File: config.mk
export PLATFORM = sky130hd
export DESIGN_NAME = shift_tally9
export DESIGN_NICKNAME = d
export VERILOG_FILES = /design/src/rtl/tally9_pkg.sv /design/src/rtl/tally9_ring.sv /design/src/rtl/tally9_decode.sv /design/src/rtl/shift_tally9.sv
export SDC_FILE = /design/constraint.sdc
export NUM_CORES = 1
export LEC_CHECK = 0
export CAP_MARGIN = 25
export CORE_AREA = 2 2 39 41
export CTS_CLUSTER_SIZE = 20
export DETAILED_ROUTE_END_ITERATION = 6
export DIE_AREA = 0 0 41 43
export GPL_TIMING_DRIVEN = 0
export PLACE_DENSITY_LB_ADDON = 0.05
export SETUP_SLACK_MARGIN = 0.05
export SYNTH_ARGS = -nofsm -noshare
export SYNTH_HDL_FRONTEND = slang
export SYNTH_SLANG_ARGS = --single-unit
export TNS_END_PERCENT = 100
File: constraint.sdc
create_clock -name clk -period 2 [get_ports clk]
set_clock_uncertainty 0.05 [all_clocks]
set_input_delay 0.4 -clock clk [delete_from_list [all_inputs] [get_ports clk]]
set_output_delay 0.4 -clock clk [all_outputs]
set_load 0.02 [all_outputs]
File: src/rtl/tally9_pkg.sv
package tally9_pkg;

    // Bits moved by one serial transfer.
    localparam int XFER_BITS = 8;
    // A twisted ring of W stages has 2*W states; XFER_BITS+1 are needed.
    localparam int CHAIN_W   = (XFER_BITS + 2) / 2;
    localparam int COUNT_W   = $clog2(XFER_BITS + 1);
    localparam logic [COUNT_W-1:0] LAST_COUNT = COUNT_W'(XFER_BITS);

    // Reachable ring codes, named by the number of bits counted.
    typedef enum logic [CHAIN_W-1:0] {
        ST_E0 = 5'b00000,
        ST_E1 = 5'b00001,
        ST_E2 = 5'b00011,
        ST_E3 = 5'b00111,
        ST_E4 = 5'b01111,
        ST_E5 = 5'b11111,
        ST_E6 = 5'b11110,
        ST_E7 = 5'b11100,
        ST_E8 = 5'b11000
    } tally_state_e;

endpackage

File: src/rtl/tally9_ring.sv
module tally9_ring
    import tally9_pkg::*;
(
    input  logic         clk,
    input  logic         rst_n,
    input  logic         adv,
    input  logic         clr,
    output tally_state_e state
);

    tally_state_e cur;
    tally_state_e step;
    tally_state_e nxt;

    // Successor along the ring; E8 parks instead of wrapping.
    always_comb begin
        unique case (cur)
            ST_E0:   step = ST_E1;
            ST_E1:   step = ST_E2;
            ST_E2:   step = ST_E3;
            ST_E3:   step = ST_E4;
            ST_E4:   step = ST_E5;
            ST_E5:   step = ST_E6;
            ST_E6:   step = ST_E7;
            ST_E7:   step = ST_E8;
            ST_E8:   step = ST_E8;
            default: step = cur;
        endcase
    end

    // Clear outranks advance; an unreachable code waits for a clear.
    always_comb begin
        if (clr)
            nxt = ST_E0;
        else if (adv)
            nxt = step;
        else
            nxt = cur;
    end

    // Low-phase action: controls sampled and state loaded on the falling edge.
    always_ff @(negedge clk or negedge rst_n) begin
        if (!rst_n)
            cur <= ST_E0;
        else
            cur <= nxt;
    end

    assign state = cur;

    // each advance below E8 flips exactly one ring stage.
    a_r2_single_flip: assert property (@(negedge clk) disable iff (!rst_n)
        (adv && !clr && cur != ST_E8) |=> ($countones(cur ^ $past(cur)) == 1));

    // a clear with a simultaneous advance lands in E0.
    a_r6_clr_wins: assert property (@(negedge clk) disable iff (!rst_n)
        (adv && clr) |=> (cur == ST_E0));

endmodule

File: src/rtl/tally9_decode.sv
module tally9_decode
    import tally9_pkg::*;
#(
    parameter bit FULL_DONE_DECODE = 1'b0
) (
    input  tally_state_e       state,
    output logic [COUNT_W-1:0] count,
    output logic               done
);

    // Count readout, one arm per state.
    always_comb begin
        unique case (state)
            ST_E0:   count = COUNT_W'(0);
            ST_E1:   count = COUNT_W'(1);
            ST_E2:   count = COUNT_W'(2);
            ST_E3:   count = COUNT_W'(3);
            ST_E4:   count = COUNT_W'(4);
            ST_E5:   count = COUNT_W'(5);
            ST_E6:   count = COUNT_W'(6);
            ST_E7:   count = COUNT_W'(7);
            ST_E8:   count = COUNT_W'(8);
            default: count = '0;
        endcase
    end

    generate
        if (FULL_DONE_DECODE) begin : g_done_full
            assign done = (state == ST_E8);
        end else begin : g_done_pair
            // Among reachable codes only E8 has the top stage set and stage 2 clear.
            assign done = state[CHAIN_W-1] & ~state[CHAIN_W-3];
        end
    endgenerate

endmodule

File: src/rtl/shift_tally9.sv
module shift_tally9
    import tally9_pkg::*;
#(
    parameter bit FULL_DONE_DECODE = 1'b0
) (
    input  logic               clk,
    input  logic               rst_n,
    input  logic               shift_adv,
    input  logic               shift_clr,
    output logic               tally_done,
    output logic [COUNT_W-1:0] tally_count
);

    tally_state_e ring_state;

    tally9_ring u_ring (
        .clk   (clk),
        .rst_n (rst_n),
        .adv   (shift_adv),
        .clr   (shift_clr),
        .state (ring_state)
    );

    tally9_decode #(
        .FULL_DONE_DECODE (FULL_DONE_DECODE)
    ) u_decode (
        .state (ring_state),
        .count (tally_count),
        .done  (tally_done)
    );

    // an advance below eight raises the count by one.
    a_r2_count_up: assert property (@(negedge clk) disable iff (!rst_n)
        (shift_adv && !shift_clr && !tally_done)
        |=> (tally_count == $past(tally_count) + 1'b1));

    // the done gate agrees with the count readout.
    a_r3_done_at_eight: assert property (@(negedge clk) disable iff (!rst_n)
        (tally_done == (tally_count == LAST_COUNT)));

    // the parked state survives any edge without a clear.
    a_r4_park: assert property (@(negedge clk) disable iff (!rst_n)
        (tally_done && !shift_clr) |=> (tally_done && tally_count == LAST_COUNT));

    // a clear empties the counter.
    a_r5_clr_zero: assert property (@(negedge clk) disable iff (!rst_n)
        shift_clr |=> (tally_count == '0 && !tally_done));

    // an idle edge holds the count.
    a_r7_idle_hold: assert property (@(negedge clk) disable iff (!rst_n)
        (!shift_adv && !shift_clr) |=> $stable(tally_count));

endmodule

# Word-level counts from Yosys, hierarchy flattened
# Memory sizes are Yosys's and may differ from the RTL's.
# Cells that the tools add are included.
# op_classes
muxes	3
add_sub_neg	0
n_reduce_logical	5
mul	0
shift	0
eq_ne	8
n_div	0
n_bitwise	2
order_cmp	0
# op_table
cell	count
one-hot mux 5 bit (8 select lines)	1
equality test 5 bit, second input constant	4
2-to-1 mux 5 bit	2
nonzero test 9 bit	1
equality test 5 x 1 -> 1 bit, second input constant	1
equality test 5 x 2 -> 1 bit, second input constant	1
equality test 5 x 3 -> 1 bit, second input constant	1
equality test 5 x 4 -> 1 bit, second input constant	1
zero test 5 bit	1
AND reduction 2 bit	1
nonzero test 2 bit	1
OR reduction 2 bit	1
bitwise AND 1 bit	1
inverter 1 bit	1
# word_totals
word_cells	20
memories	1
reg_bits	5
mem_bits_ro	128
in_bits	4
ram_bits	0
latchBits	0
# memory_table
name	depth	width	read_ports	rd_ports_with_merged_regs	write_ports	line_no	source
(no name shown)	32	4	1	0	0	tally9_decode.sv:13	unique case (state)

# Longest topological paths before layout
# Gate-level depths: netlist of run 1.
# depth
depth_word	5
mapped_depth	7

# Hierarchy
# From an unflattened synthesis of run 1, not the netlist that was laid out.
# hier_totals
hier_cells	45
area_unflattened_um2	410.4
# by_module_without_submodules
mod	seq_area_each_um2	area_each_um2	n_inst	cells_each
tally9_ring	125.1	269.0	1	27
tally9_decode	0.0	141.4	1	18

==> summary.md, run 1 <==
| Metric | Value |
|---|---|
| Synthesized instance count | `63` |
| Initial antenna violation count | `0` |
| Final setup margin | `-0.957 ns` |
| Mapped cell area | `498 um^2` |
| Initial Util | `between 30% and 40%` |
| Peak supply drop | `about 260 uV` |
| Buf/Inv on CP | `1` |
| Die area | `between 0.0015 and 0.002 mm^2` |
| CTS max path bufs | `2` |
| Syn nets | `72` |
| Vias/cell | `roughly 5.2` |
| Crit-path max FO | `4` |
| Final nets | `slightly above 90` |
| Worst hold path class | `reg2reg` |
| Vias in the first global route | `501` |
| Clk Latency, worst-skew pair | `0.26 ns` |
| First-pass GRT wire length | `2190 um` |
| DP Area | `about 660 um^2` |
| P per Cell Area | `508 mW/mm^2` |
| RSZ-0062 raised after global routing | `true` |
| Synth-to-layout area growth | `53.5%` |
| Cell Count, Final, Fillers Out | `99` |
| Filler cells | `123` |
| Worst Setup End Kind | `output port` |
| Area taken by multi-input logic gates | `slightly above 400 um^2` |
| # setup viols final | `5` |
| Core ar. | `0.00138 mm^2` |
| Routed len/inst | `12.8 um` |
| Final hold slack | `between 0.6 and 0.7 ns` |
| # IOs | `9` |
| Largest net degree at the start of global routing | `11` |
| Initial drt markers | `13` |
| CP max stage cell | `dfrtn_1` |
| Gpl congestion | `~0.75` |
| Max reg flops | `5` |
| Crit Path Class | `reg2out` |
| Congestion Overflow GR | `0` |
| #FFs+latches synth | `5` |
| Detailed Route WL | `1270 um` |
| Synth top area cells | `dfrtn_1, ha_1, nand3_1, nand2_1, inv_1` |
| CP top delay family | `flip-flops` |
| R2R Setup Slk | `0.23 ns` |
| Fin area | `764 um^2` |
| Synth unique cells | `27` |
| N_diodes | `0` |
| Startpoint types | `flop` |
| Cells after DPL | `87` |
| Outcome | `finished with violations` |
| Share of layout cells above drive strength 1 | `49.4%` |
| Slew HR | `around 85%` |
| Highest cell delay on the worst timing path | `0.47 ns` |
| CTS tree | `yes` |
| Worst slew pin tran | `0.228 ns` |
| WP data arrival | `2.51 ns` |
| H-tree lvl count | `1` |
| Pre-Repair DR Iteration Count | `4` |
| Static leakage | `~0.35 nW` |
| Clock transition at path regs | `around 0.040 ns` |
| Num CTS Buffers | `3` |
| DP HPWL | `~880 um` |
| Synth Warn # | `0` |
| Clock sinks | `5` |
| Final setup TNS | `-4.03 ns` |
| Register area share after synthesis | `25.1%` |
| Number of hold buffers added after CTS | `0` |
| CP Cell Sequence | `ha_2 -> nor2b_4 -> a21oi_2 -> o32ai_4 -> buf_6` |
| CP Depth | `5` |
| Root Buffer | `clkbuf_4` |
| DRT antenna net count | `0` |
| Max-slew violations | `0` |
| GRT Resource Usage Total | `between 10% and 20%` |
| Synthesized area per cell | `7.90 um^2` |
| Worst hold stages | `3` |
| Max cap viols | `0` |
| Total number of vias | `515` |
| Final hold vios | `0` |
| FF+latch area | `125 um^2` |
| Die X-Extent | `41 um` |
| Worst Path Required | `1.55 ns` |
| DRC Markers | `0` |
| # rows | `14` |
| Die Ht | `about 43 um` |
| Yosys top cell by area | `dfrtn_1` |
| Failing checks | `negative setup slack` |
| R2R cell count | `9` |
| Post-synth top area share | `roughly 25%` |
| # port buffers | `8` |
synthesized netlist by cell type, drive strengths merged:
master  count
o221a       1
o21ai       6
nand2b      1
a211oi      2
nand2       8
ha          5
o21bai      1
nand4       1
buf         4
o22ai       1
a41oi       1
inv         6
nor2        5
mux2i       1
a21oi       4
o32ai       1
nand3b      1
a21bo       1
nor2b       2
dfrtn       5
nand3       6
cells by family after synthesis:
family          Yosys count  share of synthesized area, %
buf+inv                  10                          10.3
fa+ha+maj                 5                          12.6
compound gates           18                          26.1
flops                     5                          25.1
mux                       1                          2.01
simple gates             24                          23.9
path summary, 6_finish.rpt:
path	end	start
hold reg to reg	u_ring.state[1]	u_ring.state[1]
min in group asynchronous	u_ring.state[3]	rst_n
hold / removal	u_ring.state[1]	u_ring.state[1]
setup reg to reg	u_ring.state[3]	u_ring.state[1]
setup / recovery	tally_count[0]	u_ring.state[0]
max in group asynchronous	u_ring.state[0]	rst_n
cells in the final DEF, fill, tap and decap left out, drive strengths merged, types with 2 or more instances in the layout:
master / Yosys / routed
a21oi: 4 / 4
buf: 4 / 18
o21ai: 6 / 6
nand2: 8 / 8
nand3: 6 / 6
clkbuf: 0 / 5
a211oi: 2 / 2
nor2: 5 / 5
nor2b: 2 / 2
dfrtn: 5 / 5
inv: 6 / 6
ha: 5 / 5
power breakdown:
part	total, mW	leakage [nW]	switching, mW	internal (mW)
combinational	0.147	0.263	0.0776	0.0699
sequential	0.116	0.0678	0.00697	0.109
clock	0.125	0.0150	0.0487	0.0759
layout make-up:
| type | count | share of cell area [%] |
|---|---|---|
| Timing Repair Buffer | 16 | 16.5 |
| Tap cell | 16 | 2.62 |
| Buffer | 4 | 5.40 |
| Inverter | 6 | 2.95 |
| Multi-Input combinational cell | 48 | 52.7 |
| Sequential cell | 5 | 16.4 |
| Clock buffer | 4 | 3.44 |
per-layer routing:
metal | up-vias | share of wire, % | GRT usage, % | wire length, um
li1 | 258 | - | - | -
met1 | 241 | 48 | 25.9 | 607
met2 | 14 | 49 | 26.3 | 618
met3 | 2 | 2.4 | 3.14 | 30
met4 | 0 | 1.2 | 10.0 | 15
met5 | - | 0 | 0 | 0
timing repair:
item / CTS / global route
buffers inserted: 8 / 0
hold endpoints to repair: 0 / 0
gates resized for setup: 43 / 1
cloned: 0 / 0
pin swaps: 5 / 0
endpoints found under the setup margin: 10 / 6
through the flow:
| stage | setup WS, ns | util, % | power [mW] |
|---|---|---|---|
| after CTS | -0.947 | 55.6 | 0.389 |
| after floorplan | -0.590 | - | 0.211 |
| after detailed placement | -1.20 | 48.0 | 0.247 |
| after global routing | -1.04 | 55.2 | 0.417 |
| final | -0.957 | 55.2 | 0.388 |
| after global placement | -1.21 | 48.0 | 0.248 |
worst reg2reg max path: stages (launching register included):
cell and delay (ns):
dfrtn_1 0.37, ha_2 0.20, buf_6 0.13, buf_4 0.13
buf_4 0.13, a21oi_1 0.15, o22ai_1 0.10, nand2_1 0.07
nand2_1 0.05, o221a_1 0.22
(Power assumes the default switching activity.)
==> run 2, diff against run 1 <==
--- a/config.mk
+++ b/config.mk
@@ -15,5 +15,6 @@
 export SETUP_SLACK_MARGIN = 0.05
 export SYNTH_ARGS = -nofsm -noshare
 export SYNTH_HDL_FRONTEND = slang
+export SYNTH_HIERARCHICAL = 1
 export SYNTH_SLANG_ARGS = --single-unit
 export TNS_END_PERCENT = 100
==> run 2 against run 1 <==
The flow still finishes with violations (negative setup slack). Combinational power shrank 48%. Critical path depth is the same. Area after synthesis shrank 18%. Power shrank 21%. Via count shrank 8.5%. Synthesized cell count shrank 29%. Clock power shrank 5%. Final cell count shrank 12%. Core utilization shrank 7.0 points. Worst hold slack lost 0.087 ns. Count of clock-buffer cells in the layout shrank 1. Wire length grew 5.1%. Largest cell class unchanged. Highest routed layer unchanged.
==> summary.md, run 2 <==
| Metric | Value |
|---|---|
| CP Cell Sequence | `buf_6 -> ha_1 -> mux2i_1 -> o32ai_2 -> buf_4 (was ha_2 -> nor2b_4 -> a21oi_2 -> o32ai_4 -> buf_6)` |
| Sequential cell fraction of total power | `36.2% (was 29.9%)` |
| Crit-path max FO | `4 (unchanged)` |
| WP data arrival | `2.45 ns (was 2.51 ns)` |
| Clock transition at path regs | `0.04 ns (about the same)` |
| Detailed Route WL | `1340 um (was 1270 um)` |
| R2R cell count | `5 (was 9)` |
| Worst Path Required | `1.55 ns (about the same)` |
| CTS tree | `yes (unchanged)` |
| Synth unique cells | `23 (was 27)` |
| Core ar. | `0.00138 mm^2 (unchanged)` |
| NetSw | `89.4 uW (was 133 uW)` |
| Final nets | `81 (was 93)` |
| Comb pwr share | `25.0% (was 38.0%)` |
| Root Buffer | `clkbuf_4 (unchanged)` |
| Synthesized area per cell | `9.12 um^2 (was 7.90 um^2)` |
| Dpl ws | `-1.30 ns (was -1.20 ns)` |
| Initial antenna violation count | `0 (unchanged)` |
| Most common cell after layout, fill and taps aside | `buf_4 (unchanged)` |
| Clock sinks | `5 (unchanged)` |
| Num CTS Buffers | `3 (unchanged)` |
| # setup viols final | `5 (unchanged)` |
| Max reg flops | `5 (unchanged)` |
| #FFs+latches synth | `5 (unchanged)` |
| Total number of vias | `471 (was 515)` |
| CTS max path bufs | `2 (unchanged)` |
| Outcome | `finished with violations (unchanged)` |
| Worst slew pin tran | `0.275 ns (was 0.228 ns)` |
| Largest net degree at the start of global routing | `9 (was 11)` |
| Startpoint types | `flop (unchanged)` |
| Number of flops mapped to enable cells by yosys | `0 (unchanged)` |
| Syn nets | `54 (was 72)` |
| Static leakage | `0.307 nW (was 0.346 nW)` |
| Max cap viols | `0 (unchanged)` |
| Worst hold path class | `reg2reg (unchanged)` |
| Power share of the clock group | `38.8% (was 32.1%)` |
| Slew HR | `81.5% (was 84.8%)` |
| Share of layout cells above drive strength 1 | `45.1% (was 49.4%)` |
| Switching share of power | `29.2% (was 34.3%)` |
| Routed len/inst | `15.4 um (was 12.8 um)` |
| Highest cell delay on the worst timing path | `0.49 ns (was 0.47 ns)` |
| Vias in the first global route | `447 (was 501)` |
| DP Area | `534 um^2 (was 664 um^2)` |
| Die area | `0.00176 mm^2 (unchanged)` |
| RSZ-0062 raised after global routing | `true (unchanged)` |
| Filler cells | `138 (was 123)` |
| First-pass GRT wire length | `1950 um (was 2190 um)` |
| Gpl congestion | `0.660 (was 0.749)` |
| Die Ht | `43 um (unchanged)` |
| Initial Util | `29.7% (was 36.0%)` |
| Clk Latency, worst-skew pair | `0.26 ns (about the same)` |
| Synth Warn # | `6 (was 0)` |
| Commonest cells post-synth | `nor2_1, dfrtn_1, ha_1 (was nand2_1, inv_1, nand3_1)` |
| CP max stage cell | `dfrtn_1 (unchanged)` |
| DRT antenna net count | `0 (unchanged)` |
| Number of hold buffers added after CTS | `0 (unchanged)` |
| Prevailing post-synth register cell | `dfrtn_1 (unchanged)` |
| Synth-to-layout area growth | `62.8% (was 53.5%)` |
| DRC Markers | `0 (unchanged)` |
| Max-slew violations | `0 (unchanged)` |
| P_int | `217 uW (was 255 uW)` |
| # rows | `14 (unchanged)` |
| # port buffers | `8 (unchanged)` |
| Mapped cell area | `410 um^2 (was 498 um^2)` |
| Failing checks | `negative setup slack (unchanged)` |
| Most frequent cells in the layout | `buf_4, nor2_1, dfrtn_1 (was buf_4, buf_6, nand2_1, nand3_1, dfrtn_1)` |
| Pre-Repair DR Iteration Count | `4 (unchanged)` |
| Synthesized instance count | `45 (was 63)` |
| Crit Path Class | `reg2out (unchanged)` |
| # IOs | `9 (unchanged)` |
| DP HPWL | `739 um (was 884 um)` |
| Asr flop ratio synth | `100% (unchanged)` |
| Pwr Total | `306 uW (was 388 uW)` |
| N_diodes | `0 (unchanged)` |
| Fin area | `668 um^2 (was 764 um^2)` |
| Peak supply drop | `155 uV (was 260 uV)` |
| Congestion Overflow GR | `0 (unchanged)` |
| Die X-Extent | `41 um (unchanged)` |
| Worst hold stages | `1 (was 3)` |
| Initial drt markers | `19 (was 13)` |
| Register area share after synthesis | `30.5% (was 25.1%)` |
| Yosys top cell by area | `dfrtn_1 (unchanged)` |
| Most frequent cell after synthesis | `nor2_1 (was nand2_1)` |
| Worst Setup End Kind | `output port (unchanged)` |
| P per Cell Area | `459 mW/mm^2 (was 508 mW/mm^2)` |
| Synth top area cells | `dfrtn_1, ha_1, a211oi_1, nor2_1, a31oi_1 (was dfrtn_1, ha_1, nand3_1, nand2_1, inv_1)` |
| Final hold vios | `0 (unchanged)` |
| Vias/cell | `5.41 (was 5.20)` |
| GRT Resource Usage Total | `17.8% (was 18.6%)` |
| H-tree lvl count | `1 (unchanged)` |
| Final setup margin | `-0.902 ns (was -0.957 ns)` |
| Post-synth top area share | `30.5% (was 25.1%)` |
run 2: power by group through the flow:
stage | Sequential [mW] | Combinational [mW] | Clock (mW)
floorplan | 0.115 | 0.0334 | 0
global placement | 0.118 | 0.0505 | 0
detailed placement | 0.119 | 0.0529 | 0
CTS | 0.111 | 0.0718 | 0.125
global route | 0.111 | 0.0836 | 0.129
finish | 0.111 | 0.0766 | 0.119
run 2: metal layers:
metal / GRT usage, % / up-vias / wire length [um]
li1: - / 223 / -
met1: 19.4 / 221 / 556
met2: 29.1 / 25 / 694
met3: 1.57 / 2 / 67
met4: 14.0 / 0 / 19
met5: 0 / - / 0
run 2: logic make-up after synthesis:
| logic type | Yosys count | synth area share, % |
|---|---|---|
| simple gates | 19 | 29.0 |
| compound gates | 12 | 20.1 |
| fa+ha+maj | 5 | 15.2 |
| flops | 5 | 30.5 |
| buf+inv | 3 | 2.74 |
| mux | 1 | 2.44 |
run 2: path summary, 6_finish.rpt:
check | startpoint | endpoint | slack [ns]
max | u_ring/state[0] | tally_count[0] | -0.90
min | u_ring/state[3] | u_ring/state[1] | 0.54
max reg2reg | u_ring/state[0] | u_ring/state[2] | 0.58
min reg2reg | u_ring/state[3] | u_ring/state[1] | 0.54
max in group asynchronous | rst_n | u_ring/state[4] | 0.47
min in group asynchronous | rst_n | u_ring/state[3] | 1.20
run 2: metrics by stage:
stage	std cells	util (%)	setup TNS (ns)	hold WS [ns]
floorplan	45	-	-2.76	0.547
global placement	69	38.6	-8.13	0.656
detailed placement	69	38.6	-8.47	0.633
CTS	86	47.2	-4.09	0.545
global route	87	48.3	-4.36	0.558
finish	87	48.3	-4.06	0.538
run 2: area by class of cell:
class | instances | area (um^2) | share of cell area [%]
well taps | 16 | 20.0 | 3.00
flip-flops and latches | 5 | 125 | 18.7
clock buffers | 3 | 22.5 | 3.37
clock inverters | 1 | 5.00 | 0.749
inverters | 3 | 11.3 | 1.69
multi-input cells | 37 | 308 | 46.1
repair buffers | 22 | 176 | 26.4
run 2: repair_timing:
item | 4_1_cts | 5_1_grt
setup endpoints to repair | 10 | 5
pin swaps | 1 | 0
gates resized for setup | 34 | 2
setup buffers | 13 | 1
run 2: critical path, delay by kind of cell, from the launching register on:
family	cells	cell delay [ns]
flops	1	0.49
mux	1	0.07
compound gates	1	0.20
buf+inv	2	0.31
fa+ha+maj	1	0.13
